[src/rtl/uart_rx_watch_pkg.sv]
package uart_rx_watch_pkg;
  // strobes the control issues to the counter datapath
  typedef struct packed {
    logic idleClr;
    logic idleInc;
    logic lowClr;
    logic lowInc;
  } rxw_strobe_t;
endpackage

[src/rtl/uart_rx_watch_dpath.sv]
module uart_rx_watch_dpath
  import uart_rx_watch_pkg::*;
#(
  parameter int IDLE_LIMIT = 32,
  parameter int FRAME_W    = 4,
  parameter int MIN_FRAME  = 7,
  parameter int MAX_FRAME  = 12
) (
  input  logic               clk,
  input  logic               rstN,
  input  rxw_strobe_t        stb,
  input  logic [FRAME_W-1:0] frameLen,
  output logic               idleLast,
  output logic               lowOver
);
  localparam int IDLE_W  = $clog2(IDLE_LIMIT + 1);
  localparam int LOW_SAT = MAX_FRAME + 1;
  localparam int LOW_W   = $clog2(LOW_SAT + 1);
  localparam logic [IDLE_W-1:0]  IDLE_TOP  = IDLE_W'(IDLE_LIMIT);
  localparam logic [IDLE_W-1:0]  IDLE_PRE  = IDLE_W'(IDLE_LIMIT - 1);
  localparam logic [LOW_W-1:0]   LOW_TOP   = LOW_W'(LOW_SAT);
  localparam logic [FRAME_W-1:0] FRAME_MIN = FRAME_W'(MIN_FRAME);
  localparam logic [FRAME_W-1:0] FRAME_MAX = FRAME_W'(MAX_FRAME);

  logic [IDLE_W-1:0]  idleCnt;
  logic [LOW_W-1:0]   lowCnt;
  logic [FRAME_W-1:0] clampLen;
  logic [LOW_W-1:0]   effLen;

  // idle bit-period counter, saturating at the limit
  always_ff @(posedge clk or negedge rstN) begin
    if (!rstN)                                idleCnt <= '0;
    else if (stb.idleClr)                     idleCnt <= '0;
    else if (stb.idleInc && idleCnt != IDLE_TOP) idleCnt <= idleCnt + 1'b1;
  end

  // low-level duration counter, saturating one past the longest frame
  always_ff @(posedge clk or negedge rstN) begin
    if (!rstN)                               lowCnt <= '0;
    else if (stb.lowClr)                     lowCnt <= '0;
    else if (stb.lowInc && lowCnt != LOW_TOP) lowCnt <= lowCnt + 1'b1;
  end

  // keep the frame length inside the legal window
  always_comb begin
    if (frameLen < FRAME_MIN)      clampLen = FRAME_MIN;
    else if (frameLen > FRAME_MAX) clampLen = FRAME_MAX;
    else                           clampLen = frameLen;
  end

  assign effLen   = LOW_W'(clampLen);
  assign idleLast = (idleCnt == IDLE_PRE);
  assign lowOver  = (lowCnt >= effLen);
endmodule

[src/rtl/uart_rx_watch_ctrl.sv]
module uart_rx_watch_ctrl
  import uart_rx_watch_pkg::*;
(
  input  logic        clk,
  input  logic        rstN,
  input  logic        bitTick,
  input  logic        rxLine,
  input  logic        fifoNotEmpty,
  input  logic        charRcvd,
  input  logic        toMask,
  input  logic        toClear,
  input  logic        idleLast,
  input  logic        lowOver,
  output rxw_strobe_t stb,
  output logic        toStatus,
  output logic        breakPulse
);
  logic countEn;
  logic setTo;
  logic fire;
  logic armed;

  assign countEn = toMask && fifoNotEmpty;

  always_comb begin
    stb.idleClr = !countEn || charRcvd || toClear;
    stb.idleInc = bitTick;
    stb.lowClr  = rxLine;
    stb.lowInc  = bitTick && !rxLine;
  end

  assign setTo = countEn && bitTick && idleLast && !charRcvd && !toClear;
  assign fire  = bitTick && !rxLine && armed && lowOver;

  always_ff @(posedge clk or negedge rstN) begin
    if (!rstN)                    toStatus <= 1'b0;
    else if (!countEn || toClear) toStatus <= 1'b0;
    else if (setTo)               toStatus <= 1'b1;
  end

  always_ff @(posedge clk or negedge rstN) begin
    if (!rstN)       armed <= 1'b1;
    else if (rxLine) armed <= 1'b1;
    else if (fire)   armed <= 1'b0;
  end

  always_ff @(posedge clk or negedge rstN) begin
    if (!rstN) breakPulse <= 1'b0;
    else       breakPulse <= fire;
  end
endmodule

[src/rtl/uart_rx_watch.sv]
module uart_rx_watch
  import uart_rx_watch_pkg::*;
#(
  parameter int IDLE_LIMIT = 32,
  parameter int FRAME_W    = 4,
  parameter int MIN_FRAME  = 7,
  parameter int MAX_FRAME  = 12
) (
  input  logic               clk,
  input  logic               rstN,
  input  logic               bitTick,
  input  logic               rxLine,
  input  logic [FRAME_W-1:0] frameLen,
  input  logic               fifoNotEmpty,
  input  logic               charRcvd,
  input  logic               toMask,
  input  logic               toClear,
  output logic               toStatus,
  output logic               breakPulse
);
  rxw_strobe_t stb;
  logic idleLast;
  logic lowOver;

  uart_rx_watch_ctrl ctrl_i (
    .clk(clk), .rstN(rstN), .bitTick(bitTick), .rxLine(rxLine),
    .fifoNotEmpty(fifoNotEmpty), .charRcvd(charRcvd), .toMask(toMask),
    .toClear(toClear), .idleLast(idleLast), .lowOver(lowOver),
    .stb(stb), .toStatus(toStatus), .breakPulse(breakPulse)
  );

  uart_rx_watch_dpath #(
    .IDLE_LIMIT(IDLE_LIMIT), .FRAME_W(FRAME_W),
    .MIN_FRAME(MIN_FRAME), .MAX_FRAME(MAX_FRAME)
  ) dpath_i (
    .clk(clk), .rstN(rstN), .stb(stb), .frameLen(frameLen),
    .idleLast(idleLast), .lowOver(lowOver)
  );
endmodule

[config.mk]
export PLATFORM = sky130hd
export DESIGN_NAME = uart_rx_watch
export DESIGN_NICKNAME = d
export VERILOG_FILES = /design/src/rtl/uart_rx_watch_pkg.sv /design/src/rtl/uart_rx_watch_dpath.sv /design/src/rtl/uart_rx_watch_ctrl.sv /design/src/rtl/uart_rx_watch.sv
export SDC_FILE = /design/constraint.sdc
export NUM_CORES = 1
export LEC_CHECK = 0
export ABC_CLOCK_PERIOD_IN_PS = 1800
export BUFFER_PORTS_ARGS = -buffer_cell sky130_fd_sc_hd__buf_2
export CAP_MARGIN = 5
export CORE_MARGIN = 5
export CORE_UTILIZATION = 30
export CTS_CLUSTER_SIZE = 40
export DETAILED_ROUTE_END_ITERATION = 16
export PLACE_DENSITY_LB_ADDON = 0.05
export SETUP_SLACK_MARGIN = 0.05
export SYNTH_ARGS = -nofsm -noshare
export SYNTH_HDL_FRONTEND = slang
export SYNTH_SLANG_ARGS = --single-unit
[constraint.sdc]
create_clock -name clk -period 1.8 [get_ports clk]
set_input_delay 0.45 -clock clk [delete_from_list [all_inputs] [get_ports clk]]
set_output_delay 0.45 -clock clk [all_outputs]
set_load 0.05 [all_outputs]
==> qor.csv, run 1 <==
stage,metric,value,unit
worst_setup_path,reg2reg_from,dpath_i.lowCnt[0],
yosys,synth_area_leaders,"dfrtp_1 (37%), ha_1 (12%), a21oi_1 (4.3%)",
timing,tightest_slew,319,ps
finish,final_cell_mix,"buf_2 (13), dfrtp_1 (12), ha_1 (8)",
yosys,yosysSeqAreaShare,0.398,
timing,relSlewSlack,0.787,
placement,postPlaceCellArea,926,um2
yosys,netlist_area,820,um2
clock_tree,cts_resized,0,
timing,drv_slew,0,
timing,fin_crit,1550,ps
die,boundaryPins,14,
timing,clock.fmax,0.646,GHz
run_status,status,"complete, no violations",
clock_tree,clk_pin_slew_worst_paths,80,ps
finish,stdcell_area,952,um2
worst_setup_path,path_class,flip-flop to flip-flop,
clock_tree,clkSinkCount,13,
clock_tree,post_cts.repair.setup_buffers,0,
grt,grt.total_usage,0.0913,
timing,rsz0062_at_grt,no,
routing,wl_per_cell,12.3,um
die,die_width,62.3,um
yosys,synth-edff-count,0,
finish,seqCellArea,327,um2
routing,remaining_drc_errors,0,
clock_tree,cts_tree,built,
yosys,synth_warnings,0,
yosys,syn_area_per_cell,9.99,um2
finish,fillCellCount,301,
pwr,power,0.572,mW
routing,vias,629,
routing,drt_iter0_markers,13,
timing,finClkSkew,5.92,ps
timing,setup_viol,0,
clock_tree,cts_buffer_depth,2,
finish,area_growth,16.2,%
worst_setup_path,reg2reg_slack,250,ps
yosys,async_flop_share,1.00,
pwr,ir_drop,250,uV
clock_tree,postCtsHoldBufs,0,
clock_tree,htreeDepth,1,
routing,via_per_inst,4.84,
yosys,yosysTopAreaCell,dfrtp_1,
grt,grt_pass1_vias,685,
worst_setup_path,cp_cell_sequence,inv_1 -> ha_1 -> nand2b_1 -> a21oi_1 -> o21ai_0 -> and4b_2,
pwr,leakage,0.442,nW
worst_setup_path,end_kind,flip-flop,
placement,io_buffers,13,
die,die_area,0.00388,mm2
finish,final_common_cell,buf_2,
finish,drive_gt1_frac,0.253,
grt,antenna_found_initial,0,
timing,final-hold-violation-count,0,
grt,grt_max_degree,14,
routing,dr.pass1.iters,2,
worst_setup_path,crit_family,flip-flops,
yosys,ys_ff_latch,13,
placement,gp_congestion,0.725,
worst_setup_path,cp_slowest_stage_delay,460,ps
yosys,ys_types,29,
die,row_count,19,
finish,nNetsFinal,120,
yosys,synth_cells,82,
yosys,synth_nets,102,
timing,fin_crit_sh,0.860,
clock_tree,numCtsBuffers,3,
die,coreArea,0.00269,mm2
pwr,power.density,601,mW/mm2
worst_setup_path,crit_buf_inv,1,
grt,overflow,0,
yosys,synthFlopType,dfrtp_1,
timing,fin_tns_setup,0,ps
worst_setup_path,path_max_fanout,5,
yosys,netlist.area_leader.share,0.366,
worst_setup_path,cp-start-kind,flip-flop,
placement,post-dp-hpwl,1300,um
worst_setup_path,worstPathRequired,1970,ps
worst_setup_path,cp_slowest_cell,dfrtp_1,
finish,antenna_cells,0,
clock_tree,clk_latency,270,ps
worst_hold_path,hold_path_class,input pin to asynchronous set/reset pin,
worst_setup_path,critPathLaunch,dpath_i.lowCnt[0],
clock_tree,root_buffer,clkbuf_4,
finish,multi_input_area,444,um2
worst_setup_path,cp.arrival,1720,ps
run,maxCapViolCount,0,
grt,grt_pass1_wl,2880,um
routing,routed_wl,1610,um
die,initial_core_util,0.305,
die,die_h,62.3,um
routing,detail-route-antenna-nets,0,
metrics by stage:
stage,setup slack [ps],hold WS (ps),cells,utilization
after detailed placement,49.0,370,126,0.345
after global routing,87.5,78.6,130,0.354
after floorplan,198,154,82,-
after CTS,232,63.4,130,0.354
final,251,55.3,130,0.354
after global placement,61.4,371,126,0.345
routing by layer:
metal  routed length [um]  vias to the layer above  track usage
met1                  731                      296        0.109
li1                     -                      322            -
met4                   22                        0       0.0477
met2                  794                        9        0.157
met3                   56                        2       0.0126
met5                    0                        -            0
sequential cells by signal, summed over array words and instances, names as in the netlist:
register / flops
ctrl_i.armed: 1
ctrl_i.breakPulse: 1
ctrl_i.toStatus: 1
dpath_i.idleCnt: 6
dpath_i.lowCnt: 4
cell type report:
cell class,instances,share of cell area
repair buffers,16,0.0920
inverters,7,0.0302
clock buffers,4,0.0276
multi-input cells,59,0.466
well taps,31,0.0407
flip-flops and latches,13,0.343
cell usage after synthesis, types with 3 or more instances:
master	number
nor2_1	7
dfrtp_1	12
nand2_1	6
xor2_1	3
a21oi_1	7
ha_1	8
inv_1	6
nor3_1	3
nand3_1	4
kinds of logic (layout without fill, tap and decap cells):
| group | after synthesis | after routing | share of synthesized area |
|---|---|---|---|
| XOR/XNOR | 5 | 5 | 0.0534 |
| multiplexers | 2 | 2 | 0.0305 |
| adder cells (fa/ha/maj) | 8 | 8 | 0.122 |
| AND/OR/NAND/NOR | 29 | 29 | 0.177 |
| flip-flops | 13 | 13 | 0.398 |
| buffers and inverters | 10 | 27 | 0.0595 |
| AO/OA/AOI/OAI | 15 | 15 | 0.159 |
worst paths after layout:
check | depth (start not counted) | endpoint
max reg2reg | 6 | ctrl_i.breakPulse
max in group asynchronous | 1 | ctrl_i.armed
max | 6 | ctrl_i.breakPulse
min reg2reg | 2 | ctrl_i.armed
min in group clk | 2 | ctrl_i.toStatus
min | 1 | dpath_i.idleCnt[4]
where the power goes:
group / switching (mW) / internal [mW]
Combinational: 0.0443 / 0.0395
Clock: 0.0945 / 0.0857
Sequential: 0.00929 / 0.299
Total: 0.148 / 0.424
(Power assumes the default switching activity.)
==> inputs of run 2 (changes only) <==
- ABC_CLOCK_PERIOD_IN_PS: 1800 -> 1960
- SYNTH_HIERARCHICAL: not set -> 1
- clock period: 1.8 -> 1.96 ns (I/O delays scaled with it)
==> run 2 against run 1 <==
- synthesized area rose by 4.3%
- register-to-register slack improved by 110 ps
- synthesized cell count rose by 11%
- combinational power fell by 30%
- first-iteration DRC count rose by 46%
- die area rose by 3.6%
- critical path depth fell by 1
- clock skew fell by 4.7 ps
- non-clock buffer count fell by 1
- total power fell by 13%
- sequential cell count did not move
- design area rose by 2.6%
==> qor.csv, run 2 <==
stage,metric,value,unit
clock_tree,clk_pin_slew_worst_paths,80,ps
timing,fin_crit,1600,ps
grt,grt.total_usage,0.0936,
routing,wl_per_cell,13.1,um
pwr,combPwrFrac,0.117,
routing,remaining_drc_errors,0,
worst_setup_path,endpoint,dpath_i/idleCnt[0],
worst_setup_path,path_class,flip-flop to flip-flop,
pwr,swShare,0.246,
finish,seqCellArea,327,um2
yosys,synth_nets,111,
grt,grt_pass1_wl,3050,um
routing,drt_iter0_markers,19,
yosys,synth_common_cells,"dfrtp_1 (12), a21oi_1 (8), ha_1 (8), nand2_1 (8), inv_1 (7)",
die,boundaryPins,14,
worst_setup_path,reg2reg_depth,5,
pwr,ir_drop,407,uV
worst_setup_path,worstPathRequired,2110,ps
timing,final-hold-violation-count,0,
finish,fillCellCount,280,
worst_setup_path,path_max_fanout,4,
die,die_width,63.4,um
finish,postLayoutCoreUtil,0.357,
routing,vias,685,
grt,grt_max_degree,14,
finish,reg_top3,"dpath_i/idleCnt: 6 flops, dpath_i/lowCnt: 4 flops",
yosys,netlist_area,855,um2
worst_setup_path,reg2reg_slack,360,ps
clock_tree,numCtsBuffers,3,
clock_tree,cts_buffer_depth,2,
finish,drive_gt1_frac,0.245,
grt,overflow,0,
pwr,intPower,0.377,mW
timing,fin_crit_sh,0.816,
routing,via_per_inst,5.00,
clock_tree,cts_resized,0,
yosys,synth_cells,91,
yosys,synth_warnings,6,
clock_tree,clkSinkCount,13,
placement,place_inst,133,
die,die_area,0.00402,mm2
pwr,power.density,511,mW/mm2
die,coreArea,0.00273,mm2
timing,holdWs,99.8,ps
timing,setup_viol,0,
routing,dr.pass1.iters,4,
finish,final_common_cell,buf_2,
pwr,seqPwrFrac,0.556,
pwr,leakage,0.447,nW
yosys,synth_area_leaders,"dfrtp_1 (35%), ha_1 (12%), a21oi_1 (4.7%)",
yosys,ys_types,34,
timing,fin_tns_setup,0,ps
timing,finClkSkew,1.17,ps
clock_tree,post_cts.repair.setup_buffers,0,
worst_setup_path,critPathLaunch,dpath_i/idleCnt[0],
timing,clock.fmax,0.625,GHz
placement,io_buffers,13,
finish,multi_input_area,479,um2
pwr,p_switching,0.123,mW
worst_setup_path,end_kind,flip-flop,
yosys,synth-edff-count,0,
timing,drv_slew,0,
yosys,yosysTopAreaCell,dfrtp_1,
placement,post-dp-hpwl,1360,um
yosys,async_flop_share,1.00,
run_status,status,"complete, no violations",
yosys,synthFlopType,dfrtp_1,
placement,gp_congestion,0.731,
clock_tree,root_buffer,clkbuf_4,
worst_setup_path,cp.arrival,1750,ps
finish,antenna_cells,0,
clock_tree,clk_latency,270,ps
die,initial_core_util,0.313,
clock_tree,postCtsHoldBufs,0,
worst_setup_path,reg2reg_from,dpath_i/idleCnt[0],
timing,tightest_slew,321,ps
worst_setup_path,cp_slowest_stage_delay,450,ps
finish,regMostFlops,dpath_i/idleCnt,
run,maxCapViolCount,0,
finish,largest_register_ffs,6,
yosys,yosysMostFrequentCell,dfrtp_1,
worst_setup_path,r2r_end,dpath_i/idleCnt[0],
timing,relSlewSlack,0.783,
yosys,syn_area_per_cell,9.39,um2
grt,antenna_found_initial,0,
yosys,netlist.area_leader.share,0.351,
routing,routed_wl,1790,um
finish,nNetsFinal,127,
finish,area_growth,14.3,%
pwr,clkPwrFrac,0.326,
timing,rsz0062_at_grt,no,
worst_hold_path,hold_path_class,input pin to asynchronous set/reset pin,
routing,detail-route-antenna-nets,0,
die,die_h,63.4,um
clock_tree,cts_tree,built,
finish,instances_no_fill,137,
finish,final_cell_mix,"buf_2 (13), dfrtp_1 (12), nand2_1 (8), a21oi_1 (8), ha_1 (8)",
worst_setup_path,cp_cell_sequence,inv_1 -> ha_1 -> nand2_1 -> and3_1 -> or4_1,
worst_setup_path,cp-start-kind,flip-flop,
yosys,ys_ff_latch,13,
clock_tree,htreeDepth,1,
worst_setup_path,cp_slowest_cell,or4_1,
grt,grt_pass1_vias,673,
die,row_count,19,
yosys,yosysSeqAreaShare,0.382,
run 2: kinds of logic (layout without fill, tap and decap cells):
kind of cell / Yosys count / after routing / share of synthesized area
and+or+nand+nor: 37 / 37 / 0.261
adders and majority gates: 8 / 8 / 0.117
DFF: 13 / 13 / 0.382
AOI/OAI and AO/OA: 19 / 19 / 0.149
buffers and inverters: 11 / 26 / 0.0571
xor gates and xnor gates: 2 / 2 / 0.0205
muxes: 1 / 1 / 0.0132
run 2: cell type report:
class / instances / area share
multi-input combinational: 67 / 0.490
sequential: 13 / 0.334
timing repair buffer: 15 / 0.0819
tap: 31 / 0.0397
clock buffer: 4 / 0.0269
inverter: 7 / 0.0269
run 2: worst min-delay path by stage:
stage | slack [ps] | startpoint | endpoint | depth (start not counted)
4_1_cts | 100 | rstN | dpath_i/idleCnt[0] | 1
6_report | 100 | rstN | dpath_i/idleCnt[0] | 1
2_1_floorplan | 190 | rstN | ctrl_i/breakPulse | 0
3_5_place_dp | 410 | rstN | dpath_i/idleCnt[0] | 1
5_1_grt | 110 | rstN | dpath_i/idleCnt[4] | 1
3_3_place_gp | 410 | rstN | ctrl_i/toStatus | 1
run 2: through the flow:
stage          instance area, um2  power [mW]  worst slack [ps]
2_1_floorplan                 855       0.316               295
3_3_place_gp                  951       0.342               219
3_5_place_dp                  951       0.343               193
4_1_cts                       977       0.517               370
5_1_grt                       977       0.534               287
6_report                      977       0.499               361
run 2: worst max-delay path, delay by kind of cell (launching register included):
kind	cells	cell delay, ps
buffers and inverters	1	120
adders and majority gates	1	210
DFF	1	420
and+or+nand+nor	3	720
run 2: layer usage:
layer	up-vias	global-route usage	part of all wire
met4	0	0.00779	0.0045
met2	10	0.140	0.40
met1	310	0.128	0.55
met3	2	0.0444	0.051
met5	-	0	0
li1	363	-	-
run 2: power groups by stage:
stage / clock network, mW / registers [mW] / logic [mW]
6_report: 0.163 / 0.278 / 0.0586
4_1_cts: 0.179 / 0.278 / 0.0603
3_3_place_gp: 0 / 0.283 / 0.0591
5_1_grt: 0.187 / 0.279 / 0.0681
3_5_place_dp: 0 / 0.283 / 0.0593
2_1_floorplan: 0 / 0.282 / 0.0339
==> inputs of run 3 (changes only) <==
- ABC_AREA: not set -> 1
- ABC_CLOCK_PERIOD_IN_PS: 1960 -> 1600
- clock period: 1.96 -> 1.6 ns (I/O delays scaled with it)
==> run 3 against run 2 <==
- the flow now finishes with violations (negative hold slack)
- wire length is 0.62% higher
- sequential share of layout area shrank 0.63 points
- critical endpoint is now ctrl_i/armed
- first-iteration DRC count increased by 68%
- sequential power increased by 24%
- clock power increased by 27%
- maximum frequency up 17%
- synthesized cell count grew 29%
- utilization fell by 0.24 points
- synthesized area up 4.4%
- clock skew up 2.7 ps
==> qor.csv, run 3 <==
stage,metric,value,unit
clock_tree,numCtsBuffers,3,
routing,wl_per_cell,11.1,um
yosys,synth-edff-count,0,
timing,rsz0062_at_grt,no,
finish,nNetsFinal,152,
routing,vias,770,
worst_setup_path,path_class,flip-flop to flip-flop,
worst_setup_path,cp.arrival,1580,ps
finish,antenna_cells,0,
yosys,yosysSeqAreaShare,0.366,
worst_setup_path,path_max_fanout,5,
finish,fillCellCount,305,
clock_tree,post_cts.repair.setup_buffers,0,
yosys,netlist_area,892,um2
die,initial_core_util,0.318,
yosys,ys_types,23,
clock_tree,htreeDepth,1,
worst_setup_path,end_kind,flip-flop,
pwr,ir_drop,368,uV
yosys,syn_area_per_cell,7.62,um2
worst_setup_path,cp-start-kind,flip-flop,
run_status,status,finished with violations,
timing,fin_crit,1360,ps
yosys,netlist.area_leader.share,0.337,
finish,area_growth,11.6,%
finish,stdcell_area,996,um2
yosys,synth_area_leaders,"dfrtp_1 (34%), ha_1 (11%), nand2_1 (8.8%)",
finish,final_cell_mix,"nand2_1 (21), inv_1 (19), nand3_1 (13), buf_2 (13), dfrtp_1 (12)",
finish,reg_top3,"dpath_i/idleCnt: 6 flops, dpath_i/lowCnt: 4 flops",
routing,dr.pass1.iters,4,
yosys,ys_ff_latch,13,
die,boundaryPins,14,
timing,final-hold-violation-count,5,
yosys,synth_common_cells,"nand2_1 (21), inv_1 (19), nand3_1 (13)",
routing,routed_wl,1800,um
finish,drive_gt1_frac,0.198,
routing,remaining_drc_errors,0,
finish,final_common_cell,nand2_1,
grt,antenna_found_initial,0,
timing,fin_crit_sh,0.851,
placement,io_buffers,13,
finish,postLayoutCoreUtil,0.355,
clock_tree,cts_tree,built,
placement,gp_congestion,0.744,
placement,postPlaceCellArea,970,um2
die,coreArea,0.00281,mm2
timing,holdWs,-5.93,ps
routing,via_per_inst,4.75,
placement,dp_slack,45.7,ps
timing,setup_ws,238,ps
clock_tree,cts_buffer_depth,2,
die,die_area,0.00416,mm2
clock_tree,root_buffer,clkbuf_4,
die,die_h,64.5,um
die,row_count,19,
grt,overflow,0,
timing,fin_tns_setup,0,ps
die,die_width,64.5,um
worst_setup_path,worstPathRequired,1820,ps
yosys,async_flop_share,1.00,
yosys,synthFlopType,dfrtp_1,
clock_tree,clk_pin_slew_worst_paths,80,ps
grt,grt_pass1_vias,748,
routing,detail-route-antenna-nets,0,
timing,finClkSkew,3.84,ps
timing,relSlewSlack,0.798,
clock_tree,postCtsHoldBufs,0,
yosys,synth_warnings,6,
timing,setup_viol,0,
run,maxCapViolCount,0,
pwr,power.density,636,mW/mm2
grt,grt_pass1_wl,3220,um
worst_hold_path,hold_path_class,input pin to asynchronous set/reset pin,
placement,post-dp-hpwl,1460,um
yosys,yosysTopAreaCell,dfrtp_1,
grt,grt.total_usage,0.0984,
yosys,synth_cells,117,
clock_tree,clkSinkCount,13,
finish,regMostFlops,dpath_i/idleCnt,
clock_tree,clk_latency,280,ps
timing,tightest_slew,303,ps
yosys,synth_nets,137,
timing,clock.fmax,0.734,GHz
grt,grt_max_degree,14,
routing,drt_iter0_markers,32,
clock_tree,cts_resized,0,
run_status,violations,negative hold slack,
finish,largest_register_ffs,6,
pwr,leakage,0.538,nW
timing,drv_slew,0,
yosys,yosysMostFrequentCell,nand2_1,
run 3: cell count changes after synthesis, sizes merged, moves of 3 or more:
| cell | before | now |
|---|---|---|
| nand2 | 8 | 24 |
| nor2 | 5 | 11 |
| and3 | 3 | 0 |
| inv | 7 | 20 |
| nand4 | 3 | 9 |
| nand3 | 1 | 14 |
| nor3 | 4 | 1 |
run 3: power by group:
part	leakage, nW	internal [mW]	total (mW)	switching [mW]
registers	0.177	0.335	0.344	0.00828
clock network	0.0150	0.0968	0.207	0.110
logic	0.346	0.0312	0.0827	0.0515
run 3: area by class of cell:
cell class	instances	area, um2	area share
inverter	21	78.8	0.0791
sequential	13	327	0.328
multi-input combinational	80	460	0.462
clock buffer	4	26.3	0.0264
tap	31	38.8	0.0389
timing repair buffer	13	65.1	0.0653
run 3: per-stage QoR:
stage,hold slack [ps],std cells,power [mW]
2_1_floorplan,104,117,0.402
3_3_place_gp,307,158,0.432
3_5_place_dp,312,158,0.435
4_1_cts,3.45,162,0.646
5_1_grt,9.15,162,0.671
6_report,-5.93,162,0.633
run 3: worst max-delay path: stages (launching register included):
cell	delay, ps
dfrtp_1	450
ha_1	330
inv_1	60
nor2_1	30
o211ai_1	140
nand3_1	90
nand2_1	80
nor2_2	40
nor2_1	80
run 3: cell families after synthesis:
kind of cell / Yosys count / share of synthesized area
flip-flops: 13 / 0.366
XOR/XNOR: 1 / 0.00982
adder cells (fa/ha/maj): 8 / 0.112
AO/OA/AOI/OAI: 11 / 0.0645
AND/OR/NAND/NOR: 60 / 0.330
buffers and inverters: 24 / 0.118
run 3: layer usage:
metal  vias to the layer above  routed length (um)  track usage
met1                       340                 987        0.141
met4                         0                   0       0.0158
li1                        410                   -            -
met2                        20                 711        0.139
met3                         0                 101       0.0432
met5                         -                   0            0
run 3: worst paths after layout:
path                              startpoint           endpoint  slack (ps)  depth (start not counted)
min                                     rstN  ctrl_i/breakPulse          -6                          1
min reg2reg                     ctrl_i/armed       ctrl_i/armed         500                          2
min in group clk                      toMask    ctrl_i/toStatus         370                          3
max in group asynchronous               rstN       ctrl_i/armed        1330                          1
max                        dpath_i/lowCnt[1]       ctrl_i/armed         240                          8
max reg2reg                dpath_i/lowCnt[1]       ctrl_i/armed         240                          8
